### config.mk
export PLATFORM = sky130hd
export DESIGN_NAME = irq_status_ctrl
export DESIGN_NICKNAME = d
export VERILOG_FILES = /design/src/rtl/irq_pkg.sv /design/src/rtl/irq_status_bank.sv /design/src/rtl/irq_mask_reg.sv /design/src/rtl/irq_combine.sv /design/src/rtl/irq_status_ctrl.sv
export SDC_FILE = /design/constraint.sdc
export NUM_CORES = 1
export LEC_CHECK = 0
export ABC_CLOCK_PERIOD_IN_PS = 1300
export BUFFER_PORTS_ARGS = -buffer_cell sky130_fd_sc_hd__buf_2
export CAP_MARGIN = 20
export CORE_MARGIN = 4
export CORE_UTILIZATION = 44
export DETAILED_ROUTE_END_ITERATION = 10
export GPL_TIMING_DRIVEN = 0
export PLACE_DENSITY = 0.75
export SLEW_MARGIN = 30
export SYNTH_ARGS = -nofsm -noshare
export SYNTH_HDL_FRONTEND = slang
export SYNTH_SLANG_ARGS = --single-unit
### constraint.sdc
create_clock -name clk_i -period 1.3 [get_ports clk_i]
set_input_delay 0.13 -clock clk_i [delete_from_list [all_inputs] [get_ports clk_i]]
set_output_delay 0.13 -clock clk_i [all_outputs]
set_load 0.005 [all_outputs]
### src/rtl/irq_pkg.sv
package irq_pkg;
  localparam int unsigned IRQ_W      = 32;
  localparam int unsigned MIRROR_BIT = 23;
  localparam logic [IRQ_W-1:0] MASK_RST = 32'hFF7F_FFFF;
  localparam logic ADDR_STATUS = 1'b0;
  localparam logic ADDR_MASK   = 1'b1;
endpackage

### src/rtl/irq_status_bank.sv
module irq_status_bank #(
  parameter int unsigned W      = 32,
  parameter int unsigned MIRROR = 23
) (
  input  logic         clk_i,
  input  logic         rst_ni,
  input  logic [W-1:0] evt_i,
  input  logic         mgmt_irq_i,
  input  logic         rd_clr_i,
  output logic [W-1:0] status_o
);
  localparam logic [W-1:0] KEEP = ~(W'(1) << MIRROR);

  logic [W-1:0] sticky_q, sticky_d;

  // set wins over clear so a colliding event is kept
  always_comb sticky_d = (rd_clr_i ? '0 : sticky_q) | (evt_i & KEEP);

  always_ff @(posedge clk_i or negedge rst_ni)
    if (!rst_ni) sticky_q <= '0;
    else         sticky_q <= sticky_d;

  always_comb begin
    status_o = sticky_q;
    status_o[MIRROR] = mgmt_irq_i;
  end

  assert_clear_on_read_R3: assert property (@(posedge clk_i) disable iff (!rst_ni)
    (rd_clr_i && ((evt_i & KEEP) == '0)) |=> (sticky_q == '0));

  // covers R4 as well: set survives a same-cycle clear
  assert_event_sets_R2: assert property (@(posedge clk_i) disable iff (!rst_ni)
    ((evt_i & KEEP) != '0) |=> ((sticky_q & $past(evt_i & KEEP)) == $past(evt_i & KEEP)));

  assert_sticky_hold_R2: assert property (@(posedge clk_i) disable iff (!rst_ni)
    !rd_clr_i |=> ((sticky_q & $past(sticky_q)) == $past(sticky_q)));
endmodule

### src/rtl/irq_mask_reg.sv
module irq_mask_reg #(
  parameter int unsigned   W      = 32,
  parameter int unsigned   MIRROR = 23,
  parameter logic [W-1:0]  RST    = '1
) (
  input  logic         clk_i,
  input  logic         rst_ni,
  input  logic         wr_i,
  input  logic [W-1:0] wdata_i,
  output logic [W-1:0] mask_o
);
  localparam logic [W-1:0] KEEP = ~(W'(1) << MIRROR);

  logic [W-1:0] mask_q;

  always_ff @(posedge clk_i or negedge rst_ni)
    if (!rst_ni)   mask_q <= RST & KEEP;
    else if (wr_i) mask_q <= wdata_i & KEEP;

  assign mask_o = mask_q;

  assert_mask_stable_R6: assert property (@(posedge clk_i) disable iff (!rst_ni)
    !wr_i |=> $stable(mask_q));
endmodule

### src/rtl/irq_combine.sv
module irq_combine #(
  parameter int unsigned W      = 32,
  parameter int unsigned MIRROR = 23
) (
  input  logic [W-1:0] status_i,
  input  logic [W-1:0] mask_i,
  output logic         irq_o
);
  logic [W-1:0] enabled;

  for (genvar b = 0; b < W; b++) begin : g_bit
    if (b == MIRROR) begin : g_unmasked
      assign enabled[b] = status_i[b];
    end else begin : g_masked
      assign enabled[b] = status_i[b] & ~mask_i[b];
    end
  end

  assign irq_o = |enabled;
endmodule

### src/rtl/irq_status_ctrl.sv
module irq_status_ctrl
  import irq_pkg::*;
(
  input  logic             clk_i,
  input  logic             rst_ni,
  input  logic [IRQ_W-1:0] evt_i,
  input  logic             mgmt_irq_i,
  input  logic             req_i,
  input  logic             we_i,
  input  logic             addr_i,
  input  logic [IRQ_W-1:0] wdata_i,
  output logic [IRQ_W-1:0] rdata_o,
  output logic             irq_o
);
  logic [IRQ_W-1:0] status, mask;
  logic rd_status, wr_mask, rd_mask;

  assign rd_status = req_i && !we_i && (addr_i == ADDR_STATUS);
  assign rd_mask   = req_i && !we_i && (addr_i == ADDR_MASK);
  assign wr_mask   = req_i &&  we_i && (addr_i == ADDR_MASK);

  irq_status_bank #(.W(IRQ_W), .MIRROR(MIRROR_BIT)) u_bank (
    .clk_i, .rst_ni, .evt_i, .mgmt_irq_i,
    .rd_clr_i (rd_status),
    .status_o (status)
  );

  irq_mask_reg #(.W(IRQ_W), .MIRROR(MIRROR_BIT), .RST(MASK_RST)) u_mask (
    .clk_i, .rst_ni,
    .wr_i    (wr_mask),
    .wdata_i (wdata_i),
    .mask_o  (mask)
  );

  irq_combine #(.W(IRQ_W), .MIRROR(MIRROR_BIT)) u_comb (
    .status_i (status),
    .mask_i   (mask),
    .irq_o    (irq_o)
  );

  always_comb begin
    rdata_o = '0;
    if (rd_status)    rdata_o = status;
    else if (rd_mask) rdata_o = mask;
  end

  assert_mirror_unmasked_R5: assert property (@(posedge clk_i) disable iff (!rst_ni)
    mgmt_irq_i |-> irq_o);

  assert_mirror_readback_R5: assert property (@(posedge clk_i) disable iff (!rst_ni)
    rd_status |-> (rdata_o[MIRROR_BIT] == mgmt_irq_i));

  assert_irq_needs_source_R7: assert property (@(posedge clk_i) disable iff (!rst_ni)
    irq_o |-> (mgmt_irq_i || ((status & ~mask) != '0)));
endmodule

==> impl_metrics.csv <==
group,metric,value,unit
run_status,result_of_the_run,"complete, but fails checks",
run_status,failed_checks,"setup timing",
detailed_routing,met1Wirelength,3500,um
detailed_routing,maxUsedRoutingLayer,"met4",
worst_setup_path,critPathLaunchType,"register",
sta,final-hold-violation-count,0,
floorplan,initial_core_util,46.3,%
worst_setup_path,cpPeakStageDelay,0.54,ns
worst_setup_path,timing.critical_path.arrival,1.78,ns
grt,global_route.overflow_total,0,
detailed_routing,wire_length_on_met3,547,um
sta,timing.clock.skew,0,ns
yosys,netlist_instances,238,
worst_setup_path,critPathTopFamily,"flip-flops",
worst_setup_path,path_max_fanout,2,
min_path,hold_path_startpoint,"wdata_i[26]",
worst_setup_path,path_cells,"nand2b_4 -> o2111ai_4 -> a2111oi_4 -> nand4_1 -> buf_2",
layout,stdcell_count,465,
sta,whs,0.0252,ns
layout,flow.area_growth_from_synthesis,48.3,%
grt,first_pass_grt_wire_length,12600,um
detailed_routing,post-route-drc-count,0,
clocking,cts_tree,"yes",
grt,vias_in_the_first_global_route,2559,
sta,finalCritPeriodShare,147,%
yosys,seq_area_frac_synth,56.6,%
floorplan,ios,103,
sta,transition_time_at_the_pin_with_the_least_slew_margin,0.765,ns
yosys,synthesis.yosys.warnings,0,
floorplan,coreArea,0.00606,mm^2
layout,nets,455,
placed_design,place.detailed.instances,413,
power_and_ir_drop,leakage,2.00,nW
grt,grt_max_degree,63,
grt,global_route.usage.total,22.4,%
detailed_routing,firstDrtPassIters,4,
yosys,synth_cell_type_count,22,
worst_setup_path,timing.critical_path.buf_inv,1,
clocking,cts_buffer_count,9,
placed_design,portBuffers,100,
floorplan,floorplan.die.width,87.9,um
worst_setup_path,crit_path_start,"u_mask.mask_o[13]",
detailed_routing,via_count_of_the_routed_design,2405,
detailed_routing,drt-total-wl,8240,um
detailed_routing,routedWlPerCell,17.7,um
layout,final_cell_mix,"sky130_fd_sc_hd__buf_2, sky130_fd_sc_hd__dlygate4sd3_1",
layout,layout.cells.most_common,"sky130_fd_sc_hd__buf_2",
sta,finalSetupTns,-0.787,ns
detailed_routing,final_antenna_violating_net_count,0,
detailed_routing,route.met2.wl,4080,um
worst_setup_path,cpMaxStageDelayCell,"sky130_fd_sc_hd__dfstp_2",
layout,antennaDiodeCount,0,
sta,finalMaxSlewViolations,0,
sta,rsz0062_at_grt,"yes",
yosys,postSynthRegisterBits,62,
power_and_ir_drop,power.density,1280,mW/mm^2
placed_design,globalplace.congestion,0.754,
clocking,worst_setup_hold_path_clk_slew,0.07,ns
detailed_routing,drt_iter0_drc,86,
layout,layout.core_utilization,68.7,%
sta,min_period,1.91,ns
worst_setup_path,worst_r2r_startpoint,"u_mask.mask_o[13]",
sta,slew_headroom,49.0,%
power_and_ir_drop,ir_worst_vdd,0.000750,V
floorplan,fp.dieH,87.9,um
detailed_routing,vias_per_cell,5.17,
min_path,hold_path.class,"input pin to register",
yosys,synthesis.area,0.00281,mm^2
clocking,cts_max_level,3,
worst_setup_path,critPathCaptureType,"primary output",
sta,timing.final.ws_setup,-0.610,ns
clocking,root_buffer,"sky130_fd_sc_hd__clkbuf_8",
sta,fmaxAchievable,524,MHz
grt,number_of_antenna_violations_at_the_first_check_in_global_routing,0,
yosys,syn-num-nets,308,
layout,final_layout_size_suffix_gt1_share,54.4,%
yosys,mean_post_synth_cell_area,11.8,um^2
clocking,worst_skew_pair.late_latency,0.33,ns
floorplan,placement_rows,28,
placed_design,post-dp-hpwl,5410,um
clocking,cts.sinks,62,
flow_run,number_of_max_cap_violations,0,
floorplan,fp.dieArea,0.00772,mm^2
worst_setup_path,timing.critical_path.required,1.17,ns
worst_setup_path,criticalPathCategory,"register to primary output",
sta,setup_violations,4,
clocking,clockBufferDepth,2,
==> Yosys cell counts, drive strengths merged <==
| master | count | area share (%) |
|---|---|---|
| dfstp | 31 | 29 |
| buf | 7 | 1.7 |
| and3b | 1 | 0.31 |
| nand4 | 1 | 0.22 |
| o2111ai | 4 | 1.2 |
| o21ai | 18 | 3.2 |
| mux2 | 31 | 12 |
| nor3b | 1 | 0.27 |
| a22o | 13 | 4.1 |
| dfrtp | 31 | 28 |
| nand2b | 12 | 2.7 |
| nand3 | 1 | 0.18 |
| a2111oi | 1 | 0.31 |
| a21o | 31 | 8.3 |
| and2 | 1 | 0.22 |
| inv | 19 | 2.5 |
| o22ai | 7 | 1.6 |
| nand2 | 18 | 2.4 |
| clkbuf | 6 | 0.80 |
| or3b | 1 | 0.40 |
| nor3 | 3 | 0.53 |
==> final cells by class <==
class / instances / area (um^2)
plain buffers: 12 / 115
clock buffers: 12 / 155
clock inverters: 4 / 70.1
fillers: 457 / 1900
inverters: 19 / 71.3
multi-input cells: 144 / 1200
flip-flops and latches: 62 / 1590
well taps: 75 / 93.8
repair buffers: 137 / 868
==> state kept, by name (all words and copies together), names as in the netlist <==
name	count
u_mask.mask_o	31
u_bank.sticky_q	31
==> repair_timing <==
action                                  CTS  global route
setup buffers                             2             3
hold buffers                             31             1
pin swaps                                 4             6
endpoints found under the setup margin   33            32
hold endpoints to repair                 61             1
resized for setup                        34            29
==> per-layer routing <==
layer  vias to the layer above  global-route usage (%)
met3                        13                    5.17
li1                       1140                       -
met2                        92                    37.3
met1                      1160                    28.6
met4                         0                    8.23
met5                         -                       0
==> through the flow <==
stage	power [W]	area [um^2]	worst slack (ns)
2_1_floorplan	0.00288	2810	-0.00515
3_3_place_gp	0.00320	3400	-0.647
3_5_place_dp	0.00324	3400	-0.668
4_1_cts	0.00531	4060	-0.644
5_1_grt	0.00558	4160	-0.676
6_report	0.00533	4160	-0.610
==> final timing paths <==
path | endpoint | slack [ns] | depth (start not counted)
worst max-delay path | irq_o | -0.61 | 5
min in group asynchronous | u_bank.sticky_q[14] | 0.39 | 2
max in group asynchronous | u_bank.sticky_q[11] | 0.38 | 2
worst min-delay path | u_mask.mask_o[26] | 0.03 | 2
worst min register to register | u_bank.sticky_q[0] | 0.48 | 1
worst max register to register | u_mask.mask_o[13] | 0.37 | 3
==> report_power, final <==
part           total, W  switching (W)  internal, W
Sequential      0.00248       0.000179      0.00230
Combinational  0.000944       0.000390     0.000554
Clock           0.00190       0.000726      0.00118
Total           0.00533        0.00130      0.00403
==> kinds of logic (layout without fill, tap and decap cells) <==
family,count (synthesis),after routing,synth area share (%)
flops,62,62,56.6
buf+inv,32,184,5.04
compound gates,74,74,18.7
mux,31,31,12.4
simple gates,39,39,7.22
(Power assumes the default switching activity.)
